`src/rtl/clock_victim_sel.sv`:
```
module clock_victim_sel #(
  parameter int NFRAMES = 8,
  localparam int IW = (NFRAMES > 1) ? $clog2(NFRAMES) : 1
) (
  input  logic               clk,
  input  logic               rst_n,
  input  logic               acc_valid,
  input  logic [IW-1:0]      acc_idx,
  input  logic               acc_write,
  input  logic               mode_enh,
  input  logic               evict_req,
  output logic               busy,
  output logic               evict_done,
  output logic [IW-1:0]      victim_idx,
  output logic               victim_dirty,
  output logic [IW-1:0]      hand,
  output logic [NFRAMES-1:0] ref_bits,
  output logic [NFRAMES-1:0] mod_bits
);
  localparam logic [IW-1:0] LAST = IW'(NFRAMES - 1);

  logic [NFRAMES-1:0] ref_q, mod_q;
  logic [IW-1:0] hand_q, pos_q, cnt_q, best_q, vic_q;
  logic [2:0] bestc_q;
  logic scan_q, enh_q, done_q, dirty_q;

  logic [1:0] cls;
  logic [IW-1:0] pos_nx, pick_idx, pick_nx;
  logic hit00, pick, skip_clr;

  assign cls      = {ref_q[pos_q], mod_q[pos_q]};
  assign hit00    = (cls == 2'b00);
  assign pos_nx   = (pos_q == LAST) ? '0 : pos_q + 1'b1;
  assign skip_clr = scan_q && !enh_q && ref_q[pos_q];

  always_comb begin
    pick = 1'b0;
    pick_idx = pos_q;
    if (scan_q) begin
      if (!enh_q) begin
        pick = !ref_q[pos_q];
      end else begin
        pick = hit00 || (cnt_q == LAST);
        if (!hit00 && ({1'b0, cls} >= bestc_q)) pick_idx = best_q;
      end
    end
  end

  assign pick_nx = (pick_idx == LAST) ? '0 : pick_idx + 1'b1;

  always_ff @(posedge clk) begin
    if (!rst_n) begin
      ref_q   <= '0;
      mod_q   <= '0;
      hand_q  <= '0;
      pos_q   <= '0;
      cnt_q   <= '0;
      best_q  <= '0;
      bestc_q <= 3'd4;
      vic_q   <= '0;
      scan_q  <= 1'b0;
      enh_q   <= 1'b0;
      done_q  <= 1'b0;
      dirty_q <= 1'b0;
    end else begin
      done_q <= pick;
      if (pick) begin
        vic_q   <= pick_idx;
        dirty_q <= mod_q[pick_idx];
      end

      if (!scan_q) begin
        if (evict_req) begin
          scan_q  <= 1'b1;
          enh_q   <= mode_enh;
          pos_q   <= hand_q;
          cnt_q   <= '0;
          bestc_q <= 3'd4;
        end
      end else if (pick) begin
        scan_q <= 1'b0;
        hand_q <= pick_nx;
      end else begin
        pos_q <= pos_nx;
        cnt_q <= cnt_q + 1'b1;
        if (enh_q && ({1'b0, cls} < bestc_q)) begin
          bestc_q <= {1'b0, cls};
          best_q  <= pos_q;
        end
      end

      for (int i = 0; i < NFRAMES; i++) begin
        if (acc_valid && acc_idx == IW'(i)) begin
          ref_q[i] <= 1'b1;
          if (acc_write) mod_q[i] <= 1'b1;
        end else begin
          if ((pick && pick_idx == IW'(i)) || (skip_clr && pos_q == IW'(i)))
            ref_q[i] <= 1'b0;
          if (pick && pick_idx == IW'(i))
            mod_q[i] <= 1'b0;
        end
      end
    end
  end

  assign busy         = scan_q;
  assign evict_done   = done_q;
  assign victim_idx   = vic_q;
  assign victim_dirty = dirty_q;
  assign hand         = hand_q;
  assign ref_bits     = ref_q;
  assign mod_bits     = mod_q;
endmodule

```
`config.mk`:
```
export PLATFORM = sky130hd
export DESIGN_NAME = clock_victim_sel
export DESIGN_NICKNAME = d
export VERILOG_FILES = /design/src/rtl/clock_victim_sel.sv
export SDC_FILE = /design/constraint.sdc
export NUM_CORES = 1
export LEC_CHECK = 0
export CAP_MARGIN = 30
export CELL_PAD_IN_SITES_DETAIL_PLACEMENT = 1
export CELL_PAD_IN_SITES_GLOBAL_PLACEMENT = 2
export CORE_MARGIN = 3
export CORE_UTILIZATION = 37
export DETAILED_ROUTE_END_ITERATION = 6
export DONT_BUFFER_PORTS = 1
export GPL_TIMING_DRIVEN = 0
export HOLD_SLACK_MARGIN = 0.06
export PLACE_DENSITY = 0.82
export SLEW_MARGIN = 20
export SYNTH_ARGS = -nofsm -noshare
export SYNTH_HDL_FRONTEND = slang
export SYNTH_SLANG_ARGS = --single-unit
```
`constraint.sdc`:
```
create_clock -name clk -period 4.35 [get_ports clk]
set_clock_uncertainty 0.1 [all_clocks]
set_input_delay 0.435 -clock clk [delete_from_list [all_inputs] [get_ports clk]]
set_output_delay 0.435 -clock clk [all_outputs]
set_load 0.05 [all_outputs]
```
---- Word level (Yosys, flattened, before mapping) ----
Cells that the tools add are included.
word-level totals
  bits of input ports ..................... 9
  RAM bits ................................ 0
  bits in latches ......................... 0
  flip-flop bits (word level) ............. 38
  memory bits (read-only) ................. 0
  memories ................................ 0
operators by class
  multiply operators ...................... 0
  bitwise logic cells ..................... 2
  $add $sub $neg .......................... 3
  order comparisons ....................... 4
  divide/modulo/power cells ............... 0
  eq/ne operators ......................... 32
  reduce and logical (&&, ||, !) cells .... 74
  shift-type cells ........................ 0
  mux-type cells .......................... 59
operators by type and width
  operator               number
  $mux W3                15
  $mux W1                41
  $eq A3 B3 Y1 const B   13
  $reduce_bool A2 Y1     17
  $logic_and A1 B1 Y1    28
  $reduce_and A2 Y1      11
  $eq A3 B2 Y1 const B   6
  $ne A2 B2 Y1 const B   9
  $add A3 B1 Y3 const B  3
  $bmux W1 S3            3
  $eq A3 B1 Y1 const B   3
  $logic_not A3 Y1       3
  $logic_or A1 B1 Y1     9
  $lt A3 B4 Y1 const B   2
  $reduce_and A3 Y1      2
  $ge A2 B3 Y1           1
  $logic_not A1 Y1       3
  $lt A2 B3 Y1           1
  $logic_not A2 Y1       1
  $ne A2 B1 Y1 const B   1
  $not A1 Y1             2

---- Longest topological paths before layout ----
Gate-level depths: netlist (run 1).
  word-level depth ........................ 13
  depth in mapped cells ................... 12
  depth with buffers taken out ............ 10

---- Worst setup path before layout (run 1) ----
Ideal clock, no wire load.
  path type ............................... reg2reg
  from .................................... reg pos_q[0]
  to ...................................... reg dirty_q (netlist: victim_dirty)
  arrival time ............................ 3.077 ns
  stages on the path, launching flop included .. 12
  buffers on the path ..................... 1
  path slack .............................. 1.048 ns
  clock period less this slack ............ 3.302 ns
  cell sequence ........................... dfxtp_1 > buf_6 > mux4_2 > mux2i_2 > inv_1 > ha_1 > o21ai_0 > a221oi_4 > mux2_4 > mux2_4 > a21oi_2 > o32ai_2
between the ends
  cells in the longest elaborated chain, start to end .. 10
  elaborated cells between the ends (all ways) .. 17
ends and longest elaborated chain
  item                                                   RTL line  RTL
  start: declaration                                     23        logic [IW-1:0] hand_q, pos_q, cnt_q, best_q, vic_q;
  start signal: assignment                               76        pos_q <= hand_q;
  start signal: assignment                               84        pos_q <= pos_nx;
  branches (longest 10 deep; another with $ge A2 B3 Y1)  --
  end signal: assignment                                 69        dirty_q <= mod_q[pick_idx];
  end: declaration                                       25        logic scan_q, enh_q, done_q, dirty_q;
Parallel ways; which one is timed is not known. The select of a mux whose other input is x is not followed.
A chain may end at the register's enable or synchronous reset.

---- Final worst setup path (run 1) ----
  from .................................... reg pos_q[0]
  to ...................................... reg mod_q[1] (netlist: mod_bits[1])
between the ends
  cells in the longest elaborated chain, start to end .. 12
  elaborated cells between the ends (all ways) .. 19
ends and longest elaborated chain
  item                                                  RTL line  RTL
  branches (longest 9 deep; another with $ge A2 B3 Y1)  --
  $logic_and A1 B1 Y1 *                                 99        if (pick && pick_idx == IW'(i))
  $reduce_bool A2 Y1 (no line) *                        --
  $reduce_and A2 Y1 (no line) *                         --
  end signal: assignment                                54        mod_q <= '0;
  end signal: indexed assignment                        95        if (acc_write) mod_q[i] <= 1'b1;
  end signal: indexed assignment                        100       mod_q[i] <= 1'b0;
  end: declaration                                      22        logic [NFRAMES-1:0] ref_q, mod_q;
Mark *: on every way between the ends. The select of a mux whose other input is x is not followed.

==> reports/results.ini, run 1 <==
[run_status]
status = finished clean

[global_routing]
antenna_found_initial = 0
first_global_vias = 1935
largest_net_degree_at_the_start_of_global_routing = 13
gr-total-overflow = 0
grt_pass1_wl_um = 10300
grt_use_total_pct = 18.8

[die]
die-height_um = 83.2
io_pins = 34
chipWidth_um = 83.2
core.rowCount = 27
dieArea_um2 = 6930
core_area_um2 = 5640
initial_core_util_pct = 39.1

[layout]
diodes_inserted = 0
filler_cell_count = 676
synthToLayoutAreaGrowth_pct = 8.39
share_of_post_route_cells_with_drive_strength_above_1_pct = 10.6
most-common-layout-cells = sky130_fd_sc_hd__dfxtp_1, sky130_fd_sc_hd__nand2_1, sky130_fd_sc_hd__nor2_1
num-nets-final = 281
layout.cells.most_common = sky130_fd_sc_hd__dfxtp_1

[power_and_ir_drop]
combinationalPowerShare_pct = 13.3
p_sw_share_pct = 31.2
power.ir.vdd_worst_mv = 0.202
power-per-cell-area_nw_per_um2 = 321
cellInternalPower_mw = 0.528
leakagePower_nw = 0.842
netSwitchingPower_mw = 0.240
power.clock.fraction_pct = 33.9
seq_power_share_pct = 52.7

[drt]
detailedRoute.firstIterationViolations = 131
firstDrtPassIters = 4
ant_nets = 0
viasPerCell = 5.55
drc = 0
routed_wire_length_per_instance_um = 18.6
dr_total_vias = 1859
routed_wl_um = 6230

[critical_path]
worst-path-buf-inv = 2
cp_cell_sequence = buf_6 > mux4_2 > mux2i_2 > inv_1 > ha_1 > o21ai_0 > a221oi_4 > mux2i_1 > nand3_1 > o21ai_0 > a21boi_0
cp_max_stage_delay_ns = 0.56
timing.rr.end = mod_bits[1]
type_of_the_worst_setup_path = reg2reg
cell_with_the_most_instances_on_the_worst_path = sky130_fd_sc_hd__o21ai_0
crit_arrival_ns = 3.92
crit_path_end_kind = flop
cpMaxStageDelayCell = sky130_fd_sc_hd__mux2i_1
cpLargestDelayFamily = multiplexers
timing.rr.start = pos_q[0]
regToRegSetupSlack_ns = 0.52
timing.critical_path.fanout_max = 10
timing.critical_path.required_ns = 4.44
r2r.worst_path.cells = 11
start_kind = flop

[flow_run]
max_cap_viol_count = 0

[place]
place.gp.congestion = 0.813
detailed_place_hpwl_um = 4810
io_buffers = 0
dp_worst_setup_slack_ns = 0.564

[cts]
clock_latency_ns = 0.30
cts_repair_resize_count = 0
ctsHoldBuffers = 0
cts.sinks = 38
count_of_h_tree_levels_built_during_cts = 2
clock_slew_at_the_register_clock_pins_of_the_worst_setup_and_hold_paths_ns = 0.08
clk_root_buf = sky130_fd_sc_hd__clkbuf_8
cts-buffers-inserted = 5
clockBufferDepth = 2
cts_tree = done
cts_setup_buffers = 0

[logic_synthesis]
syn-cell-area_um2 = 2210
ys_seq_area_share_pct = 34.5
yosys.cell_types.count = 41
synthesis.area_per_instance_um2 = 8.66
yosys_warnings = 0
count_of_state_elements_after_synthesis = 38
synth_cells = 255
syn-num-nets = 274

[worst_hold_path]
hp-class = in2reg
hold_path_depth = 2
min_from = mode_enh
hold_end = enh_q

[sta]
report.final.setup_viol = 0
unrepaired_setup_endpoints_after_global_routing = no
final_hold_violating_endpoints = 0
final.setup.tns_ns = 0
maxSlewHeadroom_pct = 54.3
timing.final.crit_period_ns = 3.83
max_freq_mhz = 261
final.period_utilization_pct = 88.1
worst_pin_slew_ns = 0.685
final_critical_path_setup_slack_ns = 0.516
report.final.slew_viol_count = 0

==> layer usage <==
metal | wire [um] | global-route usage, %
met1 | 3090 | 26.7
met2 | 2810 | 29.2
met3 | 279 | 4.07
met4 | 46 | 4.16
met5 | 0 | 0
==> how the worst max path moves through the flow <==
stage | start | end | slack (ns) | depth (start not counted)
CTS | pos_q[0] | mod_bits[1] | 0.54 | 11
finish | pos_q[0] | mod_bits[1] | 0.52 | 11
global route | pos_q[0] | mod_bits[1] | 0.26 | 11
floorplan | pos_q[0] | victim_dirty | 1.05 | 11
detailed placement | pos_q[0] | mod_bits[1] | 0.56 | 11
global placement | pos_q[0] | mod_bits[1] | 0.59 | 11
==> logic make-up after synthesis <==
family                     after synthesis  share of synthesized area, %
and+or+nand+nor                        101                          22.5
AOI/OAI and AO/OA                       57                          18.3
DFF                                     38                          34.5
buffers and inverters                   26                          4.93
muxes                                   22                          13.8
adders and majority gates               10                          5.67
xor gates and xnor gates                 1                         0.397
==> Yosys cell counts (all sizes together) <==
library cell,n,area [um^2]
a21boi,11,82.6
nand2b,7,43.8
buf,5,30.0
nand4,1,6.26
o311ai,1,16.3
a21oi,9,48.8
o21ai,14,70.1
nand3b,1,7.51
ha,10,125
o211a,4,40.0
nor2b,16,100
a31oi,11,68.8
o32ai,1,16.3
mux4,4,93.8
or3,1,6.26
xnor2,1,8.76
a221oi,1,26.3
clkbuf,9,33.8
o211ai,1,7.51
inv,12,45.0
nand3,16,80.1
dfxtp,38,761
nor2,17,63.8
nand2,30,113
mux2i,12,136
o22ai,3,18.8
nor3,4,20.0
mux2,6,75.1
o21a,1,7.51
and3b,2,17.5
and2,6,37.5
==> state kept, by name (all words and copies together), names as in the netlist <==
signal        count
mod_bits          8
ref_bits          8
best_q            3
bestc_q           3
cnt_q             3
hand              3
pos_q             3
victim_idx        3
busy              1
enh_q             1
evict_done        1
victim_dirty      1
==> layout make-up <==
class | count | area [um^2] | area share, %
buffer | 14 | 63.8 | 2.67
clock buffer | 6 | 82.6 | 3.45
clock inverter | 2 | 12.5 | 0.523
inverter | 12 | 45.0 | 1.88
multi-input combinational | 191 | 1340 | 55.9
sequential | 38 | 761 | 31.8
tap | 72 | 90.1 | 3.77
==> power by group through the flow <==
stage          registers [mW]  clock network [mW]  logic [mW]
2_1_floorplan           0.408                   0      0.0780
3_3_place_gp            0.413                   0       0.101
3_5_place_dp            0.413                   0       0.102
4_1_cts                 0.405               0.264       0.103
5_1_grt                 0.407               0.287       0.115
6_report                0.405               0.261       0.102
==> through the flow <==
stage | cell area [um^2] | instances | utilization [%] | hold slack [ns] | power, mW
floorplan | 2210 | 255 | - | 0.375 | 0.486
global placement | 2300 | 327 | 40.7 | 0.395 | 0.514
detailed placement | 2300 | 327 | 40.7 | 0.412 | 0.515
CTS | 2390 | 335 | 42.4 | 0.242 | 0.772
global route | 2390 | 335 | 42.4 | 0.253 | 0.808
finish | 2390 | 335 | 42.4 | 0.240 | 0.768
No activity file was read; power rests on OpenSTA's default activity.
==> run 2: changes to the inputs <==
--- a/config.mk
+++ b/config.mk
@@ -12,7 +12,6 @@
 export CORE_UTILIZATION = 37
 export DETAILED_ROUTE_END_ITERATION = 6
 export DONT_BUFFER_PORTS = 1
-export GPL_TIMING_DRIVEN = 0
 export HOLD_SLACK_MARGIN = 0.06
 export PLACE_DENSITY = 0.82
 export SLEW_MARGIN = 20
==> run 2 against run 1 <==
  * Clock power down 2%
  * Critical path depth stayed put
  * Setup slack better by 0.16 ns
  * Flip-flop and latch count is the same
  * Wire length down 0.93%
  * Count of clock-buffer cells in the layout stayed put
  * Critical path type unchanged
==> reports/results.ini, run 2 (same netlist as run 1, synthesis figures left out) <==
[global_routing]
grt_use_total_pct = 18.8  ; -0.048 points
antenna_found_initial = 0  ; unchanged
global_route.peak_usage_layer = met2
met2_capacity_usage_during_global_routing_pct = 28.5  ; -0.66 points
grt_pass1_wl_um = 10400  ; +0.26%
use_met1_pct = 26.0  ; -0.72 points
first_global_vias = 1862  ; -3.8%
largest_net_degree_at_the_start_of_global_routing = 39  ; +26
grt.met3_usage_pct = 5.56  ; +1.5 points
gr-total-overflow = 0  ; unchanged

[sta]
worst_pin_slew_ns = 0.652  ; -0.0337 ns
final.period_utilization_pct = 84.4  ; -3.7 points
final_hold_violating_endpoints = 0  ; unchanged
unrepaired_setup_endpoints_after_global_routing = no
report.final.slew_viol_count = 0  ; unchanged
timing.final.crit_period_ns = 3.67  ; -0.162 ns
maxSlewHeadroom_pct = 56.5  ; +2.3 points
final.setup.tns_ns = 0  ; unchanged
max_freq_mhz = 272  ; +4.4%
report.final.setup_viol = 0  ; unchanged
final_critical_path_setup_slack_ns = 0.678  ; +0.162 ns

[critical_path]
crit_arrival_ns = 3.75  ; -0.17 ns
cp_max_stage_delay_ns = 0.57  ; about the same
cpMaxStageDelayCell = sky130_fd_sc_hd__mux4_2
cell_with_the_most_instances_on_the_worst_path = sky130_fd_sc_hd__o21ai_0
cp_cell_sequence = mux4_2 > mux2i_2 > inv_1 > ha_1 > o21ai_0 > a221oi_4 > buf_4 > mux2i_1 > nand3_1 > o21ai_0 > a21boi_0
timing.rr.end = mod_bits[3]
cp-startpoint = ref_bits[7]
r2r.worst_path.cells = 11  ; unchanged
path_depth = 11  ; unchanged
crit_path_end_kind = flop
worst-path-buf-inv = 2  ; unchanged
cpLargestDelayFamily = multiplexers
regToRegSetupSlack_ns = 0.68  ; +0.16 ns
start_kind = flop
timing.rr.start = ref_bits[7]
timing.critical_path.fanout_max = 9  ; -1
type_of_the_worst_setup_path = reg2reg
timing.critical_path.required_ns = 4.42  ; -0.02 ns
capture_point_of_the_critical_path = mod_bits[3]

[power_and_ir_drop]
power-per-cell-area_nw_per_um2 = 317  ; -1.3%
leakagePower_nw = 0.851  ; +1.1%
power.ir.vdd_worst_mv = 0.229  ; +14%
report.power.total_mw = 0.757  ; -1.5%

[place]
dp_worst_setup_slack_ns = 0.698  ; +0.134 ns
place.gp.congestion = 0.817  ; +0.43%
detailed_place_hpwl_um = 4700  ; -2.4%
io_buffers = 0  ; unchanged

[cts]
count_of_h_tree_levels_built_during_cts = 2  ; unchanged
clock_latency_ns = 0.29  ; about the same
clockBufferDepth = 2  ; unchanged
ctsHoldBuffers = 0  ; unchanged
cts.sinks = 38  ; unchanged
cts_tree = done
cts-buffers-inserted = 5  ; unchanged
clock_slew_at_the_register_clock_pins_of_the_worst_setup_and_hold_paths_ns = 0.08  ; about the same
cts_setup_buffers = 0  ; unchanged
cts_repair_resize_count = 0  ; unchanged
clk_root_buf = sky130_fd_sc_hd__clkbuf_8

[layout]
share_of_post_route_cells_with_drive_strength_above_1_pct = 12.5  ; +1.8 points
diodes_inserted = 0  ; unchanged
layout.cells.most_common = sky130_fd_sc_hd__dfxtp_1
synthToLayoutAreaGrowth_pct = 8.22
num-nets-final = 275  ; -2.1%
most-common-layout-cells = sky130_fd_sc_hd__dfxtp_1, sky130_fd_sc_hd__nand2_1, sky130_fd_sc_hd__nor2_1

[run_status]
status = finished clean

[drt]
routed_wl_um = 6170  ; -0.93%
dr_total_vias = 1849  ; -0.54%
firstDrtPassIters = 4  ; unchanged
drc = 0  ; unchanged
viasPerCell = 5.62  ; +1.3%
detailedRoute.firstIterationViolations = 131  ; unchanged
routed_wire_length_per_instance_um = 18.8  ; +0.88%
ant_nets = 0  ; unchanged

[worst_hold_path]
hp-class = in2reg

[flow_run]
max_cap_viol_count = 0  ; unchanged

[die]
dieArea_um2 = 6930  ; unchanged
chipWidth_um = 83.2  ; unchanged
io_pins = 34  ; unchanged
die-height_um = 83.2  ; unchanged
core_area_um2 = 5640  ; unchanged
core.rowCount = 27  ; unchanged
initial_core_util_pct = 39.1  ; unchanged

run 2: cell type report:
class | count | area, um^2
inverters | 12 | 45.0
well taps | 72 | 90.1
clock buffers | 6 | 82.6
flip-flops and latches | 38 | 761
clock inverters | 2 | 12.5
fillers | 672 | 3250
repair buffers | 8 | 60.1
multi-input cells | 191 | 1340
run 2: metrics by stage:
stage	hold WS [ns]	cells	cell area, um^2	utilization, %
6_report	0.113	329	2390	42.3
5_1_grt	0.102	329	2390	42.3
4_1_cts	0.110	329	2390	42.3
3_5_place_dp	0.396	321	2290	40.7
3_3_place_gp	0.397	321	2290	40.7
2_1_floorplan	0.375	255	2210	-
run 2: power breakdown:
group	leakage (nW)	internal, mW	switching [mW]
clock	0.0472	0.128	0.129
sequential	0.309	0.360	0.0434
combinational	0.495	0.0409	0.0560
run 2: worst min path at each step:
stage | start | end | slack [ns] | cells past startpoint
finish | rst_n | bestc_q[2] | 0.11 | 1
global route | rst_n | bestc_q[2] | 0.10 | 1
CTS | rst_n | bestc_q[2] | 0.11 | 1
detailed placement | bestc_q[2] | bestc_q[2] | 0.40 | 2
global placement | bestc_q[2] | bestc_q[2] | 0.40 | 2
floorplan | bestc_q[2] | bestc_q[2] | 0.38 | 2
run 2: metal layers:
metal | vias up | wire [um]
li1 | 896 | -
met1 | 908 | 2820
met2 | 41 | 2880
met3 | 4 | 418
met4 | 0 | 54
met5 | - | 0
run 2: worst register-to-register path, cell delays in order, from the launching register on:
cell	delay (ns)
sky130_fd_sc_hd__dfxtp_1	0.50
sky130_fd_sc_hd__mux4_2	0.57
sky130_fd_sc_hd__mux2i_2	0.29
sky130_fd_sc_hd__inv_1	0.10
sky130_fd_sc_hd__ha_1	0.30
sky130_fd_sc_hd__o21ai_0	0.13
sky130_fd_sc_hd__a221oi_4	0.47
sky130_fd_sc_hd__buf_4	0.27
sky130_fd_sc_hd__mux2i_1	0.39
sky130_fd_sc_hd__nand3_1	0.16
sky130_fd_sc_hd__o21ai_0	0.17
sky130_fd_sc_hd__a21boi_0	0.11
==> run 3: changes to the inputs <==
==> constraint.sdc (replaced) <==
create_clock -name clk -period 3.4 [get_ports clk]
set_clock_uncertainty 0.1 [all_clocks]
set_input_delay 0.34 -clock clk [delete_from_list [all_inputs] [get_ports clk]]
set_output_delay 0.34 -clock clk [all_outputs]
set_load 0.05 [all_outputs]
==> run 3 against run 2 <==
  * Wire length rose by 5.4%
  * Total power up 30%
  * Clock power rose by 26%
  * Non-clock buffer count up 22
  * Core utilization up 3.1 points
  * Flip-flop and latch count unchanged
  * Critical endpoint is now victim_dirty
  * Largest cell class unchanged
==> reports/results.ini, run 3 (same netlist as run 1, synthesis figures left out) <==
[run_status]
status = finished clean

[cts]
clk_root_buf = sky130_fd_sc_hd__clkbuf_8
clock_slew_at_the_register_clock_pins_of_the_worst_setup_and_hold_paths_ns = 0.08  ; about the same
count_of_h_tree_levels_built_during_cts = 2  ; unchanged
cts-buffers-inserted = 5  ; unchanged
clockBufferDepth = 2  ; unchanged
cts_tree = done
clock_latency_ns = 0.30  ; about the same
cts.sinks = 38  ; unchanged

[critical_path]
start_kind = flop
crit_arrival_ns = 3.33  ; -0.42 ns
timing.critical_path.required_ns = 3.52  ; -0.90 ns
regToRegSetupSlack_ns = 0.18  ; -0.49 ns
cp_cell_sequence = mux4_2 > mux2i_2 > inv_1 > ha_1 > o21ai_0 > a221oi_4 > buf_6 > mux2_2 > o311ai_2 > a21oi_2 > o32ai_2
cpMaxStageDelayCell = sky130_fd_sc_hd__mux4_2
timing.critical_path.fanout_max = 8  ; -1
type_of_the_worst_setup_path = reg2reg
cp_max_stage_delay_ns = 0.57  ; about the same
crit_path_end_kind = flop

[sta]
worst_pin_slew_ns = 0.586  ; -0.0658 ns
final.period_utilization_pct = 94.6  ; +10 points
fin_worst_hold_slack_ns = 0.0686  ; -0.0443 ns
report.final.setup_viol = 0  ; unchanged
max_freq_mhz = 311  ; +14%
report.final.slew_viol_count = 0  ; unchanged
final_hold_violating_endpoints = 0  ; unchanged
timing.final.crit_period_ns = 3.22  ; -0.457 ns
unrepaired_setup_endpoints_after_global_routing = yes
maxSlewHeadroom_pct = 60.9  ; +4.4 points

[layout]
filler_cell_count = 663  ; -1.3%
most-common-layout-cells = sky130_fd_sc_hd__dfxtp_1, sky130_fd_sc_hd__nand2_1, sky130_fd_sc_hd__buf_4
finalNonFillerCells = 351  ; +6.7%
diodes_inserted = 0  ; unchanged
synthToLayoutAreaGrowth_pct = 16.1
share_of_post_route_cells_with_drive_strength_above_1_pct = 19.4  ; +6.9 points
num-nets-final = 297  ; +8.0%
post-route-cell-area_um2 = 2560  ; +7.3%
layout.cells.most_common = sky130_fd_sc_hd__dfxtp_1

[die]
chipWidth_um = 83.2  ; unchanged
core_area_um2 = 5640  ; unchanged
initial_core_util_pct = 39.1  ; unchanged
die-height_um = 83.2  ; unchanged
dieArea_um2 = 6930  ; unchanged
io_pins = 34  ; unchanged
core.rowCount = 27  ; unchanged

[power_and_ir_drop]
power-per-cell-area_nw_per_um2 = 383  ; +21%
power.ir.vdd_worst_mv = 0.226  ; -1.5%
leakagePower_nw = 0.970  ; +14%
report.power.total_mw = 0.981  ; +30%

[drt]
viasPerCell = 5.50  ; -2.1%
routed_wire_length_per_instance_um = 18.5  ; -1.2%
dr_total_vias = 1932  ; +4.5%
detailedRoute.firstIterationViolations = 82  ; -37%
ant_nets = 0  ; unchanged
drc = 0  ; unchanged
firstDrtPassIters = 4  ; unchanged
routed_wl_um = 6500  ; +5.4%

[global_routing]
grt_pass1_wl_um = 10600  ; +2.3%
antenna_found_initial = 0  ; unchanged
grt_use_total_pct = 19.2  ; +0.46 points
largest_net_degree_at_the_start_of_global_routing = 39  ; unchanged
first_global_vias = 2006  ; +7.7%
gr-total-overflow = 0  ; unchanged

[place]
detailed_place_hpwl_um = 4860  ; +3.4%
place.gp.congestion = 0.801  ; -1.9%
post_dp_cell_area_um2 = 2430  ; +5.9%
io_buffers = 0  ; unchanged
post-place-cells = 339  ; +5.6%

[worst_hold_path]
hp-class = in2reg

[flow_run]
max_cap_viol_count = 0  ; unchanged

## run 3: cell count changes in the layout (fill, tap and decap cells not counted), moves of 2 or more
cell                       change
sky130_fd_sc_hd__a21boi_0      -2
sky130_fd_sc_hd__a21boi_1      +2
sky130_fd_sc_hd__buf_4        +18
sky130_fd_sc_hd__buf_6         +2
## run 3: area by class of cell
type | count | area, um^2 | share of cell area (%)
inverters | 12 | 45.0 | 1.76
clock buffers | 7 | 86.3 | 3.37
clock inverters | 1 | 5.00 | 0.195
multi-input cells | 191 | 1340 | 52.3
repair buffers | 30 | 233 | 9.08
well taps | 72 | 90.1 | 3.52
flip-flops and latches | 38 | 762 | 29.7
## run 3: per-layer routing
metal  wire (um)  global-route usage [%]  vias up
met5           0                       0        -
met2        3030                    30.5       40
met1        2990                    25.5      944
met4         104                    6.54        0
met3         370                    4.46       11
li1            -                       -      937
## run 3: worst max-delay path: cells and delay by family, from the launching register on
| family | cells | cell delay, ns |
|---|---|---|
| fa+ha+maj | 1 | 0.29 |
| mux | 3 | 1.19 |
| compound gates | 5 | 0.88 |
| buf+inv | 2 | 0.28 |
| flops | 1 | 0.39 |
## run 3: worst paths after layout
path | start | end | cells after the start
setup / recovery | pos_q[2] | victim_dirty | 11
setup reg to reg | pos_q[2] | victim_dirty | 11
hold / removal | rst_n | victim_idx[0] | 1
hold reg to reg | bestc_q[2] | bestc_q[2] | 2
## run 3: repair_timing
item,4_1_cts,5_1_grt
hold buffers,1,0
setup endpoints to repair,0,18
endpoints found under the hold margin,1,0
setup buffers,0,2
resized for setup,0,7
## run 3: metrics by stage
step	util [%]	setup slack, ns	TNS [ns]
floorplan	-	0.0977	0
global placement	43.0	0.160	0
detailed placement	43.0	0.0350	0
CTS	44.8	0.0193	0
global route	45.4	-0.00766	-0.00766
finish	45.4	0.185	0
## run 3: report_power, final
| part | total [mW] | internal [mW] | switching, mW |
|---|---|---|---|
| sequential | 0.493 | 0.461 | 0.0326 |
| clock | 0.325 | 0.164 | 0.162 |
| combinational | 0.162 | 0.0635 | 0.0987 |
| total | 0.981 | 0.688 | 0.293 |
